--- src/rtl/dsh_pkg.sv ---
package dsh_pkg;

  typedef enum logic [2:0] {
    S_IDLE,
    S_LOW,
    S_HIGH,
    S_POST,
    S_PULSE
  } dsh_state_t;

  // Whole clock cycles covering a time in picoseconds, at least one.
  function automatic int unsigned ps_to_cycles(input int unsigned t_ps,
                                               input int unsigned clk_ps);
    int unsigned n;
    n = (t_ps + clk_ps - 1) / clk_ps;
    return (n == 0) ? 1 : n;
  endfunction

  function automatic int unsigned max_u(input int unsigned a, input int unsigned b);
    return (a > b) ? a : b;
  endfunction

endpackage

--- src/rtl/dsh_timer.sv ---
module dsh_timer #(
  parameter int unsigned W = 4
) (
  input  logic         clk,
  input  logic         rst_n,
  input  logic         load_i,
  input  logic [W-1:0] value_i,
  output logic         expired_o
);
  logic [W-1:0] cnt_q;

  always_ff @(posedge clk or negedge rst_n) begin
    if (!rst_n)              cnt_q <= '0;
    else if (load_i)         cnt_q <= value_i;
    else if (cnt_q != '0)    cnt_q <= cnt_q - 1'b1;
  end

  assign expired_o = (cnt_q == '0);
endmodule

--- src/rtl/dsh_shifter.sv ---
module dsh_shifter #(
  parameter int unsigned W = 14
) (
  input  logic         clk,
  input  logic         rst_n,
  input  logic         load_i,
  input  logic [W-1:0] data_i,
  input  logic         shift_i,
  output logic         msb_o
);
  logic [W-1:0] sr_q;

  always_ff @(posedge clk or negedge rst_n) begin
    if (!rst_n)        sr_q <= '0;
    else if (load_i)   sr_q <= data_i;
    else if (shift_i)  sr_q <= {sr_q[W-2:0], 1'b0};
  end

  assign msb_o = sr_q[W-1];
endmodule

--- src/rtl/dac_serial_host.sv ---
module dac_serial_host
  import dsh_pkg::*;
#(
  parameter int unsigned DATA_W        = 14,
  parameter int unsigned CLK_PERIOD_PS = 8000,
  parameter int unsigned T_HALF_PS     = 20000,
  parameter int unsigned T_LEAD_PS     = 15000,
  parameter int unsigned T_SETUP_PS    = 15000,
  parameter int unsigned T_TRAIL_PS    = 20000,
  parameter int unsigned T_GAP_PS      = 30000,
  parameter int unsigned T_LDLY_PS     = 30000,
  parameter int unsigned T_LDW_PS      = 30000,
  parameter bit          LOAD_PULSE_EN = 1'b1
) (
  input  logic              clk,
  input  logic              rst_n,
  input  logic [DATA_W-1:0] code_i,
  input  logic              valid_i,
  output logic              ready_o,
  output logic              cs_n_o,
  output logic              sclk_o,
  output logic              sdo_o,
  output logic              ldac_n_o
);
  localparam int unsigned N_HALF      = ps_to_cycles(T_HALF_PS, CLK_PERIOD_PS);
  localparam int unsigned N_LOW       = max_u(N_HALF, ps_to_cycles(T_SETUP_PS, CLK_PERIOD_PS));
  localparam int unsigned N_FIRST_LOW = max_u(N_LOW, ps_to_cycles(T_LEAD_PS, CLK_PERIOD_PS));
  localparam int unsigned N_LAST_HIGH = max_u(N_HALF, ps_to_cycles(T_TRAIL_PS, CLK_PERIOD_PS));
  localparam int unsigned N_GAP       = ps_to_cycles(T_GAP_PS, CLK_PERIOD_PS);
  localparam int unsigned N_POST      = LOAD_PULSE_EN ?
                                        max_u(N_GAP, ps_to_cycles(T_LDLY_PS, CLK_PERIOD_PS)) : N_GAP;
  localparam int unsigned N_LDW       = ps_to_cycles(T_LDW_PS, CLK_PERIOD_PS);
  localparam int unsigned N_MAX       = max_u(max_u(N_FIRST_LOW, N_LAST_HIGH),
                                              max_u(max_u(N_LOW, N_POST), N_LDW));
  localparam int unsigned CNT_W       = $clog2(N_MAX + 1);
  localparam int unsigned BIT_W       = $clog2(DATA_W);
  localparam logic        LDAC_IDLE   = LOAD_PULSE_EN;

  dsh_state_t       state_q;
  logic [BIT_W-1:0] bit_q;
  logic             sclk_q, cs_n_q, ldac_n_q;

  // Named internal events, visible to the bound checker.
  logic             accept;
  logic             last_bit;
  logic             tmr_load;
  logic [CNT_W-1:0] tmr_val;
  logic             tmr_expired;
  logic             sh_load;
  logic             sh_shift;
  logic             frame_close;

  assign ready_o     = (state_q == S_IDLE);
  assign accept      = valid_i && ready_o;
  assign last_bit    = (bit_q == '0);
  assign frame_close = (state_q == S_HIGH) && tmr_expired && last_bit;

  always_comb begin
    tmr_load = 1'b0;
    tmr_val  = '0;
    sh_load  = 1'b0;
    sh_shift = 1'b0;
    unique case (state_q)
      S_IDLE: if (accept) begin
        tmr_load = 1'b1;
        tmr_val  = CNT_W'(N_FIRST_LOW - 1);
        sh_load  = 1'b1;
      end
      S_LOW: if (tmr_expired) begin
        tmr_load = 1'b1;
        tmr_val  = last_bit ? CNT_W'(N_LAST_HIGH - 1) : CNT_W'(N_HALF - 1);
      end
      S_HIGH: if (tmr_expired) begin
        tmr_load = 1'b1;
        if (last_bit) begin
          tmr_val = CNT_W'(N_POST - 1);
        end else begin
          tmr_val  = CNT_W'(N_LOW - 1);
          sh_shift = 1'b1;
        end
      end
      S_POST: if (tmr_expired && LOAD_PULSE_EN) begin
        tmr_load = 1'b1;
        tmr_val  = CNT_W'(N_LDW - 1);
      end
      default: ;
    endcase
  end

  always_ff @(posedge clk or negedge rst_n) begin
    if (!rst_n) begin
      state_q  <= S_IDLE;
      bit_q    <= '0;
      sclk_q   <= 1'b0;
      cs_n_q   <= 1'b1;
      ldac_n_q <= LDAC_IDLE;
    end else begin
      unique case (state_q)
        S_IDLE: if (accept) begin
          cs_n_q  <= 1'b0;
          sclk_q  <= 1'b0;
          bit_q   <= BIT_W'(DATA_W - 1);
          state_q <= S_LOW;
        end
        S_LOW: if (tmr_expired) begin
          sclk_q  <= 1'b1;
          state_q <= S_HIGH;
        end
        S_HIGH: if (tmr_expired) begin
          sclk_q <= 1'b0;
          if (last_bit) begin
            cs_n_q  <= 1'b1;
            state_q <= S_POST;
          end else begin
            bit_q   <= bit_q - 1'b1;
            state_q <= S_LOW;
          end
        end
        S_POST: if (tmr_expired) begin
          if (LOAD_PULSE_EN) begin
            ldac_n_q <= 1'b0;
            state_q  <= S_PULSE;
          end else begin
            state_q  <= S_IDLE;
          end
        end
        S_PULSE: if (tmr_expired) begin
          ldac_n_q <= 1'b1;
          state_q  <= S_IDLE;
        end
        default: state_q <= S_IDLE;
      endcase
    end
  end

  dsh_timer #(.W(CNT_W)) timer_i (
    .clk       (clk),
    .rst_n     (rst_n),
    .load_i    (tmr_load),
    .value_i   (tmr_val),
    .expired_o (tmr_expired)
  );

  dsh_shifter #(.W(DATA_W)) shifter_i (
    .clk     (clk),
    .rst_n   (rst_n),
    .load_i  (sh_load),
    .data_i  (code_i),
    .shift_i (sh_shift),
    .msb_o   (sdo_o)
  );

  assign sclk_o   = sclk_q;
  assign cs_n_o   = cs_n_q;
  assign ldac_n_o = ldac_n_q;
endmodule

--- config.mk ---
export PLATFORM = sky130hd
export DESIGN_NAME = dac_serial_host
export DESIGN_NICKNAME = d
export VERILOG_FILES = /design/src/rtl/dsh_pkg.sv /design/src/rtl/dsh_timer.sv /design/src/rtl/dsh_shifter.sv /design/src/rtl/dac_serial_host.sv
export SDC_FILE = /design/constraint.sdc
export NUM_CORES = 1
export LEC_CHECK = 0
export BUFFER_PORTS_ARGS = -buffer_cell sky130_fd_sc_hd__buf_2
export CAP_MARGIN = 20
export CORE_MARGIN = 8
export CORE_UTILIZATION = 25
export CTS_CLUSTER_SIZE = 20
export DETAILED_ROUTE_END_ITERATION = 16
export GPL_TIMING_DRIVEN = 0
export PLACE_DENSITY = 0.42
export SLEW_MARGIN = 20
export SYNTH_ARGS = -nofsm -noshare
export SYNTH_HDL_FRONTEND = slang
export SYNTH_HIERARCHICAL = 1
export SYNTH_SLANG_ARGS = --single-unit
export TNS_END_PERCENT = 1
--- constraint.sdc ---
create_clock -name clk -period 1.84 [get_ports clk]
set_input_delay 0.092 -clock clk [delete_from_list [all_inputs] [get_ports clk]]
set_output_delay 0.092 -clock clk [all_outputs]
set_load 0.01 [all_outputs]
After elaboration in Yosys (flattened, before gate mapping)
Cells that the tools add are included.
Storage, ports and cells
  register bits: 27
  output and inout bits: 5
Operators by class
  $add $sub $neg: 2
  eq/ne operators: 11
  mux-type cells: 36
  reductions and logical operators: 16
Operators by type and width (number)
  two-way mux 14 bit: 2
  two-way mux 3 bit: 7
  one-hot mux 3 bit (5 select lines): 1
  two-way mux 1 bit: 12
  two-way mux 4 bit: 3
  AND reduction 4 bit: 3
  two-way mux 2 bit: 5
  inequality test 2 x 1 -> 1 bit, second input constant: 5
  one-hot mux 2 bit (4 select lines): 1
  one-hot mux 4 bit (2 select lines): 1
  nonzero test 2 bit: 4
  equality test 3 x 2 -> 1 bit, second input constant: 2
  zero test 3 bit: 2
  one-hot mux 1 bit (2 select lines): 3
  nonzero test 3 bit: 2
  AND reduction 5 bit: 1
  zero test 4 bit: 1
  inequality test 2 bit, second input constant: 2
  subtractor 4 x 1 -> 4 bit, second input constant: 1
  equality test 3 x 1 -> 1 bit, second input constant: 1
  equality test 3 bit, second input constant: 1
  one-hot mux 1 bit (3 select lines): 1
  AND reduction 3 bit: 1
  OR reduction 3 bit: 1
  other kinds (2): 2

Logic depth before layout (Yosys ltp)
  depth after elaboration: 6
  gate-level depth with buffers: 11
  mapped depth without buffers: 8

Cells and area by module
Netlist, hierarchy kept.
By module, submodules not included
  dsh_shifter: instances 1, cells each 61, area each 655.6 µm²
  dac_serial_host: instances 1, cells each 66, area each 601.8 µm²
  dsh_timer: instances 1, cells each 21, area each 200.2 µm²

Worst setup path after synthesis
OpenSTA, ideal clock, no wires.
  path kind: reg-to-reg
  start: reg bit_q[0]
  end: reg shifter_i.sr_q[10]
  library setup time: 0.123 ns
  data arrival time: 1.702 ns
  required time: 1.717 ns
  setup slack: 0.015 ns
  stages on the path, launching flop included: 10
  clock period less this slack: 1.825 ns
  path through: dfrtp_1 inv_1 ha_1 or3b_2 nand3_1 inv_1 buf_6 buf_12 mux2i_1 o21ai_1
Between the ends
  longest elaborated chain between the ends: 5
RTL lines
  from (decl): line dac_serial_host.sv:40  | logic [BIT_W-1:0] bit_q;
  from (signal assigned): line dac_serial_host.sv:102  | bit_q <= BIT_W'(DATA_W - 1);
  from (signal assigned): line dac_serial_host.sv:115  | bit_q <= bit_q - 1'b1;
  zero test 4 bit: line dac_serial_host.sv:55  | assign last_bit = (bit_q == '0);
  two-way mux 1 bit: line dac_serial_host.sv:75  | if (last_bit) begin
  two-way mux 1 bit: line dac_serial_host.sv:73  | S_HIGH: if (tmr_expired) begin
  two-way mux 1 bit: line dac_serial_host.sv:63  | unique case (state_q)
  net sh_shift: line dac_serial_host.sv:50  | logic sh_shift;
  nonzero test 2 bit (no source line)
  to (signal assigned): line dsh_shifter.sv:15  | else if (load_i) sr_q <= data_i;
  to (signal assigned): line dsh_shifter.sv:16  | else if (shift_i) sr_q <= {sr_q[W-2:0], 1'b0};
  to (decl): line dsh_shifter.sv:11  | logic [W-1:0] sr_q;
The timed path passes the listed nets, and every way through them passes these cells.
A chain may end at the register's enable or synchronous reset.

Worst setup path in the final report
  start: reg bit_q[1]
  end: reg bit_q[0]
Between the ends
  longest elaborated chain between the ends: 3
RTL lines (line)
  zero test 4 bit: dac_serial_host.sv:55
  inequality test 2 bit (no source line)
  AND reduction 4 bit (no source line)
Every way passes these cells.

==> reports/summary.json <==
{
  "run_status": {
    "status": "finished, final reports clean"
  },
  "die": {
    "initial_core_util": 0.2522,
    "fp.dieArea_um2": 8530,
    "die_h_um": 92.36,
    "ios": 22,
    "die_w_um": 92.36,
    "core_um2": 5781,
    "std_cell_rows": 28
  },
  "worst_hold_path": {
    "hp-class": "primary input to flip-flop",
    "min_path_cells": 3,
    "hold_end": "shifter_i/sr_q[5]",
    "min_from": "code_i[5]"
  },
  "synthesis": {
    "synth_sequential_area_ratio": 0.4652,
    "synth_area_per_cell_um2": 9.849,
    "synthAdderAreaFrac": 0.02575,
    "yosys.area_share.simple": 0.1708,
    "post_synth_num_cell_types": 38,
    "synth-xor-area-share": 0,
    "post_synth_inst_count": 148,
    "synth.top_cells.by_area": "dfrtp_1 (43%), mux2i_1 (9.6%), nand2_1 (4.4%)",
    "synth_warnings": 6,
    "synth_area_um2": 1458,
    "synth.ff_latch_count": 27,
    "synth_top_cell_area_share": 0.4292,
    "synth_largest_area_cell": "dfrtp_1",
    "muxShareOfSynthArea": 0.1116,
    "mappedNetlistNets": 168,
    "synth_area_in_compound_gates": 0.1485,
    "synth_top_family_by_area": "simple AND/OR/NAND/NOR gates"
  },
  "placed_design": {
    "port-buffer-count": 21,
    "dp_worst_setup_slack_ps": -198.2,
    "dp.final_hpwl_mm": 2.381,
    "place_congestion": 0.7871
  },
  "sta": {
    "slew_headroom": 0.5929,
    "min_period_ps": 1737,
    "finalHoldViolations": 0,
    "setup_violation_total_in_the_final_timing_report": 0,
    "finalClockSkew_ps": 1.916,
    "final.setup.tns_ps": 0,
    "hold-worst-slack_ps": 29.37,
    "rsz0062_at_grt": "false",
    "layout_setup_ws_ps": 103.1,
    "fmax_ghz": 0.5757,
    "slew_violations": 0,
    "period_share": 0.9440,
    "tightestPinTransition_ps": 609.3
  },
  "cells_and_area": {
    "top_library_cells_by_usage_in_the_layout_fill_and_taps_aside": "dfrtp_1 (25), buf_2 (23), nand2_1 (17)",
    "final_common_cell": "dfrtp_1",
    "share_of_layout_cells_above_drive_strength_1": 0.3277,
    "final_net_count": 198,
    "n_antenna_cell": 0,
    "layout.filler_cells": 639,
    "area_growth_syn_to_layout_pct": 24.46
  },
  "setup_path": {
    "cp_slowest_stage_delay_ps": 520,
    "cp_top_family": "simple AND/OR/NAND/NOR gates",
    "worst-r2r-cell-count": 5,
    "critPathCaptureType": "flip-flop",
    "critical_path_cell_by_cell": "inv_2, ha_4, nor3b_1, a2111oi_2, mux2_2",
    "regToRegEndpoint": "bit_q[0]",
    "critical_r2r_launch": "bit_q[1]",
    "start_kind": "flip-flop",
    "critical_path.n_buffers_inverters": 1,
    "ff2ff_setup_slack_ps": 100,
    "criticalPathCategory": "flip-flop to flip-flop",
    "critical_path_arrival_ps": 1900,
    "timing.critical_path.fanout_max": 5,
    "critical_path.slowest_cell": "nor3b_1",
    "critPathRequiredTime_ps": 2000
  },
  "clocking": {
    "ctsRootBufferMaster": "clkbuf_8",
    "cts_htree_levels": 1,
    "max-clock-path-buffers": 2,
    "worstSkewPairLatency_ps": 270,
    "clock_tree_from_tritoncts": "yes",
    "clk_transition_reported_paths_ps": 90,
    "cts.sinks": 27,
    "tritoncts.num_buffers": 3
  },
  "power_and_ir_drop": {
    "power.static_leakage_nw": 0.7185,
    "power.density_cell_area_nw_per_um2": 1387,
    "p_total_mw": 2.517,
    "ir_drop_v": 0.0006471
  },
  "drt": {
    "drtIter0Drc": 44,
    "routed_vias": 1149,
    "finalWirelength_mm": 3.244,
    "wl_per_cell_um": 12.87,
    "number_of_remaining_drc_errors": 0,
    "detail-route-antenna-nets": 0,
    "drt-vias-per-instance": 4.560,
    "tritonroute_pass_1_iters": 4
  },
  "global_route": {
    "pin_count_of_the_biggest_net_entering_global_routing": 28,
    "grt_antenna_before_repair": 0,
    "grt_pass1_wl_mm": 5.706,
    "globalRoute.totalOverflow": 0,
    "global_route.usage.total": 0.08026,
    "first_global_vias": 1198
  },
  "job": {
    "max_cap_viol_count": 0
  }
}
==> layout make-up <==
class | count | area, um2 | share of cell area
multi-input cells | 102 | 753.2 | 0.4152
flip-flops and latches | 27 | 678.2 | 0.3738
repair buffers | 26 | 145.1 | 0.08000
well taps | 75 | 93.84 | 0.05172
plain buffers | 8 | 57.56 | 0.03172
clock buffers | 3 | 41.29 | 0.02276
inverters | 10 | 37.54 | 0.02069
clock inverters | 1 | 7.507 | 0.004138
==> layer usage <==
| layer | vias up | wire [um] | GRT usage |
|---|---|---|---|
| met1 | 535 | 1520 | 0.1056 |
| met3 | 2 | 284 | 0.03479 |
| met2 | 35 | 1419 | 0.1210 |
| met4 | 0 | 19 | 0.01208 |
| met5 | - | 0 | 0 |
| li1 | 577 | - | - |
==> synthesized netlist by cell type (all sizes together) <==
library cell	number
dfrtp	25
o21ai	18
nand2	17
mux2i	14
inv	10
a21oi	7
buf	6
nor2b	5
nor2	4
a32o	3
clkbuf	3
ha	3
nand2b	3
nand3	3
nand3b	3
nor3b	3
dfstp	2
mux2	2
nor4b	2
or3b	2
a2111oi	1
a211oi	1
a221oi	1
a311oi	1
a31oi	1
and2	1
conb	1
nor3	1
o211ai	1
o22ai	1
o31ai	1
or3	1
or4	1
==> tightest hold or removal path: stages <==
cell and delay [ps]:
buf_2 80, nand2_1 40, o21ai_1 60
==> what timing repair did <==
action	in CTS	in global routing
setup endpoints to repair	19	20
setup buffers	1	3
pin swaps	1	3
gates resized for setup	13	14
gates cloned	0	0
hold buffers	1	0
endpoints found under the hold margin	25	0
==> how the worst max path moves through the flow <==
stage                           startpoint                 end  slack, ps  depth (start not counted)
after floorplan                   bit_q[0]  shifter_i/sr_q[10]         10                          9
after global placement            bit_q[0]   shifter_i/sr_q[9]       -140                          9
after detailed placement  timer_i/cnt_q[0]    timer_i/cnt_q[0]       -200                          9
after CTS                         bit_q[0]   shifter_i/sr_q[8]         20                          9
after global routing              bit_q[1]    timer_i/cnt_q[0]          3                          7
final                             bit_q[1]            bit_q[0]        100                          5
==> report_power, final <==
group | internal, mW | switching [mW] | total, mW
clock network | 0.154 | 0.188 | 0.342
logic | 0.547 | 0.580 | 1.13
registers | 0.855 | 0.193 | 1.05
total | 1.56 | 0.961 | 2.52
==> kinds of logic after synthesis <==
kind of cell / after synthesis
adder cells (fa/ha/maj): 3
other: 1
flip-flops: 27
buffers and inverters: 19
AO/OA/AOI/OAI: 36
AND/OR/NAND/NOR: 46
multiplexers: 16
==> flip-flops by register name (all words and copies together), names as in the netlist <==
register,flops
bit_q,4
timer_i/cnt_q,3
state_q,3
ldac_n_o,1
cs_n_o,1
sclk_o,1
shifter_i/sr_q,14
==> stage by stage <==
stage / cell area (um2) / cells / utilization
CTS: 1769 / 250 / 0.3061
detailed placement: 1657 / 244 / 0.2866
global route: 1814 / 252 / 0.3139
finish: 1814 / 252 / 0.3139
global placement: 1657 / 244 / 0.2866
floorplan: 1458 / 148 / -
(Power assumes the default switching activity.)
